[src/rtl/serclk_pkg.sv]
package serclk_pkg;

  localparam int FIELD_W = 4;

  typedef struct packed {
    logic [FIELD_W-1:0] period;
    logic [FIELD_W-1:0] rise;
    logic [FIELD_W-1:0] fall;
    logic [FIELD_W-1:0] sample;
  } timing_t;

  // Strobes from control to datapath, decided from the current tick.
  typedef struct packed {
    logic running;
    logic riseHit;
    logic fallHit;
    logic sampleHit;
  } tick_ev_t;

  // Period 0 acts as 1; positions at or past the period clamp to period-1.
  function automatic timing_t normTiming(timing_t t);
    timing_t o;
    logic [FIELD_W-1:0] p;
    p        = (t.period == '0) ? FIELD_W'(1) : t.period;
    o.period = p;
    o.rise   = (t.rise   >= p) ? p - FIELD_W'(1) : t.rise;
    o.fall   = (t.fall   >= p) ? p - FIELD_W'(1) : t.fall;
    o.sample = (t.sample >= p) ? p - FIELD_W'(1) : t.sample;
    return o;
  endfunction

endpackage

[src/rtl/serclk_ctrl.sv]
module serclk_ctrl
  import serclk_pkg::*;
#(
  parameter logic [FIELD_W-1:0] DEF_PERIOD = FIELD_W'(2),
  parameter logic [FIELD_W-1:0] DEF_RISE   = FIELD_W'(1),
  parameter logic [FIELD_W-1:0] DEF_FALL   = FIELD_W'(0),
  parameter logic [FIELD_W-1:0] DEF_SAMPLE = FIELD_W'(1)
) (
  input  logic     clk,
  input  logic     rstN,
  input  logic     enable,
  input  logic     cfgLoad,
  input  timing_t  cfgIn,
  output tick_ev_t ev
);

  localparam timing_t DEF_CFG = '{period: DEF_PERIOD, rise: DEF_RISE,
                                  fall: DEF_FALL, sample: DEF_SAMPLE};

  timing_t            pendingCfg;
  timing_t            activeCfg;
  timing_t            nextPending;
  logic [FIELD_W-1:0] tickCnt;
  logic [FIELD_W-1:0] lastTick;
  logic               running;
  logic               atBoundary;

  assign nextPending = cfgLoad ? cfgIn : pendingCfg;
  assign lastTick    = activeCfg.period - FIELD_W'(1);
  assign atBoundary  = !running || (tickCnt == lastTick);

  always_ff @(posedge clk or negedge rstN) begin
    if (!rstN) begin
      pendingCfg <= DEF_CFG;
      activeCfg  <= normTiming(DEF_CFG);
      tickCnt    <= '0;
      running    <= 1'b0;
    end else begin
      pendingCfg <= nextPending;
      if (atBoundary) activeCfg <= normTiming(nextPending);
      if (!running) begin
        tickCnt <= '0;
        running <= enable;
      end else if (tickCnt == lastTick) begin
        tickCnt <= '0;
        running <= enable;
      end else begin
        tickCnt <= tickCnt + FIELD_W'(1);
      end
    end
  end

  assign ev.running   = running;
  assign ev.riseHit   = running && (tickCnt == activeCfg.rise);
  assign ev.fallHit   = running && (tickCnt == activeCfg.fall);
  assign ev.sampleHit = running && (tickCnt == activeCfg.sample);


  cnt_range_chk: assert property (@(posedge clk) disable iff (!rstN)
    running |-> (tickCnt < activeCfg.period));


  period_nonzero_chk: assert property (@(posedge clk) disable iff (!rstN)
    activeCfg.period != '0);


  cfg_hold_chk: assert property (@(posedge clk) disable iff (!rstN)
    (running && (tickCnt != lastTick)) |=> $stable(activeCfg));


  start_chk: assert property (@(posedge clk) disable iff (!rstN)
    (!running && enable) |=> (running && (tickCnt == '0)));


  stop_chk: assert property (@(posedge clk) disable iff (!rstN)
    (running && (tickCnt == lastTick) && !enable) |=> !running);

endmodule

[src/rtl/serclk_dp.sv]
module serclk_dp
  import serclk_pkg::*;
(
  input  logic     clk,
  input  logic     rstN,
  input  tick_ev_t ev,
  output logic     sck,
  output logic     shiftStb,
  output logic     sampleStb
);

  always_ff @(posedge clk or negedge rstN) begin
    if (!rstN) begin
      sck       <= 1'b1;
      shiftStb  <= 1'b0;
      sampleStb <= 1'b0;
    end else if (!ev.running) begin
      sck       <= 1'b1;
      shiftStb  <= 1'b0;
      sampleStb <= 1'b0;
    end else begin
      if (ev.riseHit)      sck <= 1'b1;
      else if (ev.fallHit) sck <= 1'b0;
      shiftStb  <= ev.fallHit && !ev.riseHit;
      sampleStb <= ev.sampleHit;
    end
  end


  idle_high_chk: assert property (@(posedge clk) disable iff (!rstN)
    !ev.running |=> sck);


  shift_low_chk: assert property (@(posedge clk) disable iff (!rstN)
    shiftStb |-> !sck);


  fall_shift_chk: assert property (@(posedge clk) disable iff (!rstN)
    $fell(sck) |-> shiftStb);


  sample_run_chk: assert property (@(posedge clk) disable iff (!rstN)
    sampleStb |-> $past(ev.running));

endmodule

[src/rtl/serclk_edge_gen.sv]
module serclk_edge_gen
  import serclk_pkg::*;
#(
  parameter logic [FIELD_W-1:0] DEF_PERIOD = FIELD_W'(2),
  parameter logic [FIELD_W-1:0] DEF_RISE   = FIELD_W'(1),
  parameter logic [FIELD_W-1:0] DEF_FALL   = FIELD_W'(0),
  parameter logic [FIELD_W-1:0] DEF_SAMPLE = FIELD_W'(1)
) (
  input  logic               clk,
  input  logic               rstN,
  input  logic               enable,
  input  logic               cfgLoad,
  input  logic [FIELD_W-1:0] cfgPeriod,
  input  logic [FIELD_W-1:0] cfgRise,
  input  logic [FIELD_W-1:0] cfgFall,
  input  logic [FIELD_W-1:0] cfgSample,
  output logic               sck,
  output logic               shiftStb,
  output logic               sampleStb
);

  timing_t  cfgIn;
  tick_ev_t ev;

  assign cfgIn = '{period: cfgPeriod, rise: cfgRise, fall: cfgFall, sample: cfgSample};

  serclk_ctrl #(
    .DEF_PERIOD(DEF_PERIOD),
    .DEF_RISE  (DEF_RISE),
    .DEF_FALL  (DEF_FALL),
    .DEF_SAMPLE(DEF_SAMPLE)
  ) i_ctrl (
    .clk    (clk),
    .rstN   (rstN),
    .enable (enable),
    .cfgLoad(cfgLoad),
    .cfgIn  (cfgIn),
    .ev     (ev)
  );

  serclk_dp i_dp (
    .clk      (clk),
    .rstN     (rstN),
    .ev       (ev),
    .sck      (sck),
    .shiftStb (shiftStb),
    .sampleStb(sampleStb)
  );

endmodule

[config.mk]
export PLATFORM = sky130hd
export DESIGN_NAME = serclk_edge_gen
export DESIGN_NICKNAME = d
export VERILOG_FILES = /design/src/rtl/serclk_pkg.sv /design/src/rtl/serclk_ctrl.sv /design/src/rtl/serclk_dp.sv /design/src/rtl/serclk_edge_gen.sv
export SDC_FILE = /design/constraint.sdc
export NUM_CORES = 1
export LEC_CHECK = 0
export BUFFER_PORTS_ARGS = -buffer_cell sky130_fd_sc_hd__buf_2
export CORE_ASPECT_RATIO = 0.9
export CORE_UTILIZATION = 33
export DETAILED_ROUTE_END_ITERATION = 10
export HOLD_SLACK_MARGIN = 0.05
export MAX_ROUTING_LAYER = met4
export PLACE_DENSITY = 0.6
export SYNTH_ARGS = -nofsm -noshare
export SYNTH_HDL_FRONTEND = slang
export SYNTH_SLANG_ARGS = --single-unit
[constraint.sdc]
create_clock -name clk -period 2.5 [get_ports clk]
set_input_delay 0.25 -clock clk [delete_from_list [all_inputs] [get_ports clk]]
set_output_delay 0.25 -clock clk [all_outputs]
set_load 0.1 [all_outputs]
==> flow_summary.toml, run 1 <==
[yosys]
synth_seq_cells = 40
synth.largest_area_cell = "dfrtp_1"
synth_area_leaders = "dfrtp_1, ha_1, dfstp_2, mux2_2, mux2i_1"
seq_area_frac_synth = 0.454
synth_edf_count = 0
synth.avg_cell_area_um2 = 11.6
yosys_warnings = 0
synth_top_cell_area_share = 0.371
syn-cell-area_um2 = 2220
synthDistinctLibCells = 33
synth-async-reset-ratio = 1.00
syn-num-nets = 227
synthFlopType = "dfrtp_1"
synthCells = 192

[timing]
rsz0062_at_grt = "false"
finalSetupViolations = 0
drv_slew = 0
hold_violations = 0
fin_crit_sh = 0.925
max_clock_freq_mhz = 433
tightest_slew_ps = 891
clock_skew_ps = 8.00
layout_min_cycle_time_ps = 2310
tns_ps = 0
worst_slew_margin_rel = 0.406

[pwr]
power.density_nw_per_um2 = 1270
ir_worst_vdd_mv = 0.414
p_leak_uw = 0.00121
p_total_uw = 3300

[worst_setup_path]
crit_path_top_delay_cell = "dfstp_2"
path_class = "register to register"
cp.arrival_ps = 2540
max_stage_delay_ps = 530
crit_path_cell_trace = "nor3_1 > a21oi_1 > o21bai_1 > buf_4 > ha_1 > nand2b_1 > a21oi_1 > o21ai_1 > mux2_2 > a21oi_2"
cp-end-kind = "register"
cp.required_ps = 2730
start_kind = "register"
critPathMaxFanout = 7
crit_top_cell = "a21oi_1"

[route]
remaining_drc_errors = 0
routed_wl_mm = 4.14
via_per_inst = 4.53
first_iter_violations = 49
first_pass_iters = 3
avgRoutedWirePerCell_um = 13.3
via_count = 1414
drtAntennaViolNets = 0

[cts]
clock_sinks = 40
cts-buffers-inserted = 5
clock_latency_ps = 290
cts_buffer_depth = 2
clk_transition_reported_paths_ps = 80
cts_tree = "yes"
cts-hold-fix-buffers = 0
cts_root_buffer = "clkbuf_8"
cts_htree_levels = 2

[grt]
antenna_found_initial = 0
grt_max_degree = 41
grt_usage = 0.140
grt_pass1_wl_mm = 7.14
grt_pass1_vias = 1419
gr-total-overflow = 0

[run]
drv_cap = 0

[layout]
antenna_cells = 0
multi_input_area_um2 = 1090
syn_to_final_growth_pct = 17.2
nets = 259
final_common_cell = "dfrtp_1"
n_fill_cell = 645
seq_area_um2 = 1010
drive_gt1_frac = 0.378
layout_common_cells = "dfrtp_1, buf_2, inv_1"

[placement]
portBuffers = 22
place_congestion = 0.881
dpl.hpwl_mm = 3.09

[floorplanning]
initial_core_util = 0.352
fp.coreArea_um2 = 6320
io_pins = 23
die-area_um2 = 7070
die_x_um = 88.5
rows = 27
fp.dieH_um = 79.9

[hold_path]
hp-class = "primary input to asynchronous set/reset pin"

[status]
run_status = "completed"
## what timing repair did
| item | in CTS | in global routing |
|---|---|---|
| setup endpoints to repair | 0 | 1 |
| setup buffers | 0 | 0 |
| resized for setup | 0 | 1 |
| endpoints found under the hold margin | 0 | 0 |
## synthesized netlist by cell type, types with 2 or more instances
| master | number |
|---|---|
| mux2_2 | 14 |
| and2_1 | 3 |
| nand2b_1 | 3 |
| nand2_1 | 4 |
| inv_1 | 16 |
| dfrtp_1 | 33 |
| o21ai_1 | 3 |
| nor2_2 | 3 |
| xnor2_1 | 12 |
| nor2_1 | 13 |
| o21ai_2 | 3 |
| mux2i_1 | 14 |
| clkbuf_1 | 2 |
| a21oi_1 | 7 |
| a21oi_2 | 10 |
| buf_6 | 3 |
| dfstp_2 | 7 |
| nor3_1 | 2 |
| o22ai_2 | 3 |
| buf_2 | 3 |
| ha_1 | 15 |
| xor2_1 | 8 |
## routing by layer
layer	vias up	part of all wire	GRT usage
met5	-	0	-
met4	0	0.016	0.0435
met3	7	0.024	0.0310
met2	13	0.45	0.202
met1	687	0.51	0.195
li1	707	-	-
## per-stage QoR
step / area, um^2 / util / setup slack [ps] / hold slack (ps) / std cells
after floorplan: 2220 / - / 117 / -45.6 / 192
after global placement: 2480 / 0.393 / 70.6 / 428 / 304
after detailed placement: 2480 / 0.393 / 20.8 / 438 / 304
after CTS: 2600 / 0.412 / 96.2 / 112 / 312
after global routing: 2610 / 0.413 / 14.5 / 142 / 312
final: 2610 / 0.413 / 188 / 70.0 / 312
## state kept, by name (all words and copies together), names as in the netlist
signal / count
i_ctrl.activeCfg: 16
i_ctrl.pendingCfg: 16
i_ctrl.running: 1
i_ctrl.tickCnt: 4
i_dp.sampleStb: 1
i_dp.sck: 1
i_dp.shiftStb: 1
## power breakdown
part	switching [uW]	internal, uW
clock	230	326
combinational	878	737
sequential	217	909
## cells by family after synthesis
| logic type | synth area share |
|---|---|
| AO/OA/AOI/OAI | 0.116 |
| XOR/XNOR | 0.0861 |
| adder cells (fa/ha/maj) | 0.0844 |
| buffers and inverters | 0.0557 |
| flip-flops | 0.454 |
| multiplexers | 0.134 |
| AND/OR/NAND/NOR | 0.0698 |
## final cells by class
| cell class | count | area share |
|---|---|---|
| Clock buffer | 6 | 0.0317 |
| Tap cell | 87 | 0.0418 |
| Sequential cell | 40 | 0.387 |
| Timing Repair Buffer | 34 | 0.0816 |
| Multi-Input combinational cell | 127 | 0.420 |
| Inverter | 16 | 0.0230 |
| Clock inverter | 2 | 0.0149 |
## path summary, 6_finish.rpt
path | from | to | slack [ps] | cells past startpoint
hold reg to reg | i_ctrl.pendingCfg[12] | i_ctrl.pendingCfg[12] | 510 | 1
hold / removal | rstN | i_ctrl.pendingCfg[10] | 70 | 1
min in group clk | enable | i_ctrl.running | 140 | 2
setup reg to reg | i_ctrl.pendingCfg[13] | i_ctrl.activeCfg[11] | 190 | 10
max in group asynchronous | rstN | i_ctrl.activeCfg[7] | 1870 | 1
setup / recovery | i_ctrl.pendingCfg[13] | i_ctrl.activeCfg[11] | 190 | 10
## critical path: cells and delay by family, from the launching register on
| kind | cells | cell delay [ps] |
|---|---|---|
| buffers and inverters | 1 | 170 |
| and+or+nand+nor | 2 | 150 |
| AOI/OAI and AO/OA | 5 | 740 |
| muxes | 1 | 390 |
| DFF | 1 | 530 |
| adders and majority gates | 1 | 270 |
No activity file was read; power rests on OpenSTA's default activity.
==> inputs of run 2 (changes only) <==
ABC_AREA = 1   (was default)
PLACE_DENSITY = 0.59   (was 0.6)
==> flow_summary.toml, run 2 <==
[grt]
antenna_found_initial = 0
grt_max_degree = 41
gr-total-overflow = 0
grt_pass1_wl_mm = 9.41
grt_usage = 0.158
grt_pass1_vias = 2115

[yosys]
yosysMostFrequentCell = "nand2_1"
synth-async-reset-ratio = 1.00
seq_area_frac_synth = 0.414
synth_edf_count = 0
syn-num-nets = 357
syn-cell-area_um2 = 2440
synthFlopType = "dfrtp_1"
synth_top_cell_area_share = 0.339
synthCells = 322
synth.avg_cell_area_um2 = 7.57
yosys-top-cells-count = "nand2_1, inv_1, dfrtp_1"
synth_area_leaders = "dfrtp_1, nand2_1, ha_1, dfstp_2, nand3_1"
yosys_warnings = 0
synth.largest_area_cell = "dfrtp_1"
synthDistinctLibCells = 24
synth_seq_cells = 40

[timing]
fin_crit_sh = 0.807
layout_min_cycle_time_ps = 2020
hold_violations = 0
rsz0062_at_grt = "false"
worst_slew_margin_rel = 0.404
finalSetupViolations = 0
tns_ps = 0
max_clock_freq_mhz = 495
clock_skew_ps = 12.9
drv_slew = 0
tightest_slew_ps = 894

[route]
route.met2.wl_mm = 2.33
via_count = 2034
first_iter_violations = 93
via_per_inst = 4.61
avgRoutedWirePerCell_um = 11.6
met3_length_um = 140
drtAntennaViolNets = 0
wl_met1_mm = 2.54
first_pass_iters = 4
routed_wl_mm = 5.11
top_layer = "met4"
remaining_drc_errors = 0

[worst_setup_path]
r2r_cells = 12
cp-end-kind = "register"
path_class = "register to register"
cp.required_ps = 2690
rrSetupSlack_ps = 480
cp.arrival_ps = 2210
start_kind = "register"
critPathMaxFanout = 5

[cts]
clk_transition_reported_paths_ps = 90
cts-hold-fix-buffers = 0
cts_htree_levels = 2
post_cts_buffers = 0
cts_tree = "yes"
clock_sinks = 40
cts-buffers-inserted = 5
cts_root_buffer = "clkbuf_8"
cts_resized = 0
cts_buffer_depth = 2
clock_latency_ps = 300

[placement]
place_area_um2 = 2630
placed_cells = 433
dpl.hpwl_mm = 3.85
place_congestion = 0.862
portBuffers = 22

[layout]
antenna_cells = 0
nets = 382
n_fill_cell = 776
drive_gt1_frac = 0.158
final_cells = 441
top_regs = "i_ctrl.activeCfg: 16 flops, i_ctrl.pendingCfg: 16 flops, i_ctrl.tickCnt: 4 flops"
layout_common_cells = "nand2_1, inv_1, dfrtp_1"
final_common_cell = "nand2_1"
final_area_um2 = 2710
syn_to_final_growth_pct = 11.4

[floorplanning]
die-area_um2 = 7730
io_pins = 23
die_x_um = 92.6
fp.coreArea_um2 = 7110
rows = 29
initial_core_util = 0.343
fp.dieH_um = 83.5

[pwr]
p_total_uw = 2790
p_leak_uw = 0.00154
ir_worst_vdd_mv = 0.339
power.density_nw_per_um2 = 1030

[run]
drv_cap = 0

[status]
run_status = "completed"

[hold_path]
hp-class = "primary input to asynchronous set/reset pin"
run 2: kinds of logic (layout without fill, tap and decap cells):
kind of cell             count (synthesis)  after routing  synth area share
AO/OA/AOI/OAI                            6              6            0.0139
XOR/XNOR                                13             13            0.0467
adder cells (fa/ha/maj)                 15             15            0.0770
buffers and inverters                   51             77            0.0981
flip-flops                              40             40             0.414
AND/OR/NAND/NOR                        197            197             0.350
run 2: area by class of cell:
| type | count | area, um^2 | area share |
|---|---|---|---|
| clock buffers | 5 | 68.8 | 0.0254 |
| clock inverters | 3 | 18.8 | 0.00692 |
| inverters | 40 | 150 | 0.0553 |
| multi-input cells | 231 | 1190 | 0.438 |
| flip-flops and latches | 40 | 1010 | 0.372 |
| well taps | 93 | 116 | 0.0429 |
| repair buffers | 29 | 163 | 0.0599 |
run 2: worst paths after layout:
kind | start | end
min reg2reg | i_dp.sck | i_dp.sck
max reg2reg | i_ctrl.pendingCfg[15] | i_ctrl.activeCfg[10]
min in group clk | enable | i_ctrl.running
max | i_ctrl.pendingCfg[15] | i_ctrl.activeCfg[10]
min | rstN | i_ctrl.activeCfg[4]
max in group asynchronous | rstN | i_ctrl.pendingCfg[12]
run 2: power breakdown:
part	switching, uW	internal [uW]
Sequential	234	880
Combinational	770	483
Clock	231	194
run 2: critical path, cell delays in order (launching register included):
cell	delay, ps
dfrtp_1	360
inv_1	40
nand2_1	40
nand2_1	160
nand3_1	180
nand2_1	210
ha_1	270
nand4_1	180
nand3_1	180
nand2_1	120
nand2_1	50
nand2_1	60
nand2_1	50
run 2: per-stage QoR:
stage / hold slack (ps) / worst slack (ps) / utilization
after global placement: 427 / 395 / 0.369
after CTS: 107 / 495 / 0.382
after detailed placement: 432 / 342 / 0.369
final: 76.7 / 482 / 0.382
after global routing: 147 / 249 / 0.382
after floorplan: -45.6 / 683 / -
run 2: routing by layer:
layer	vias up	global-route usage
met1	928	0.202
met2	30	0.251
met4	0	0.0568
li1	1066	-
met3	10	0.0264
met5	-	-
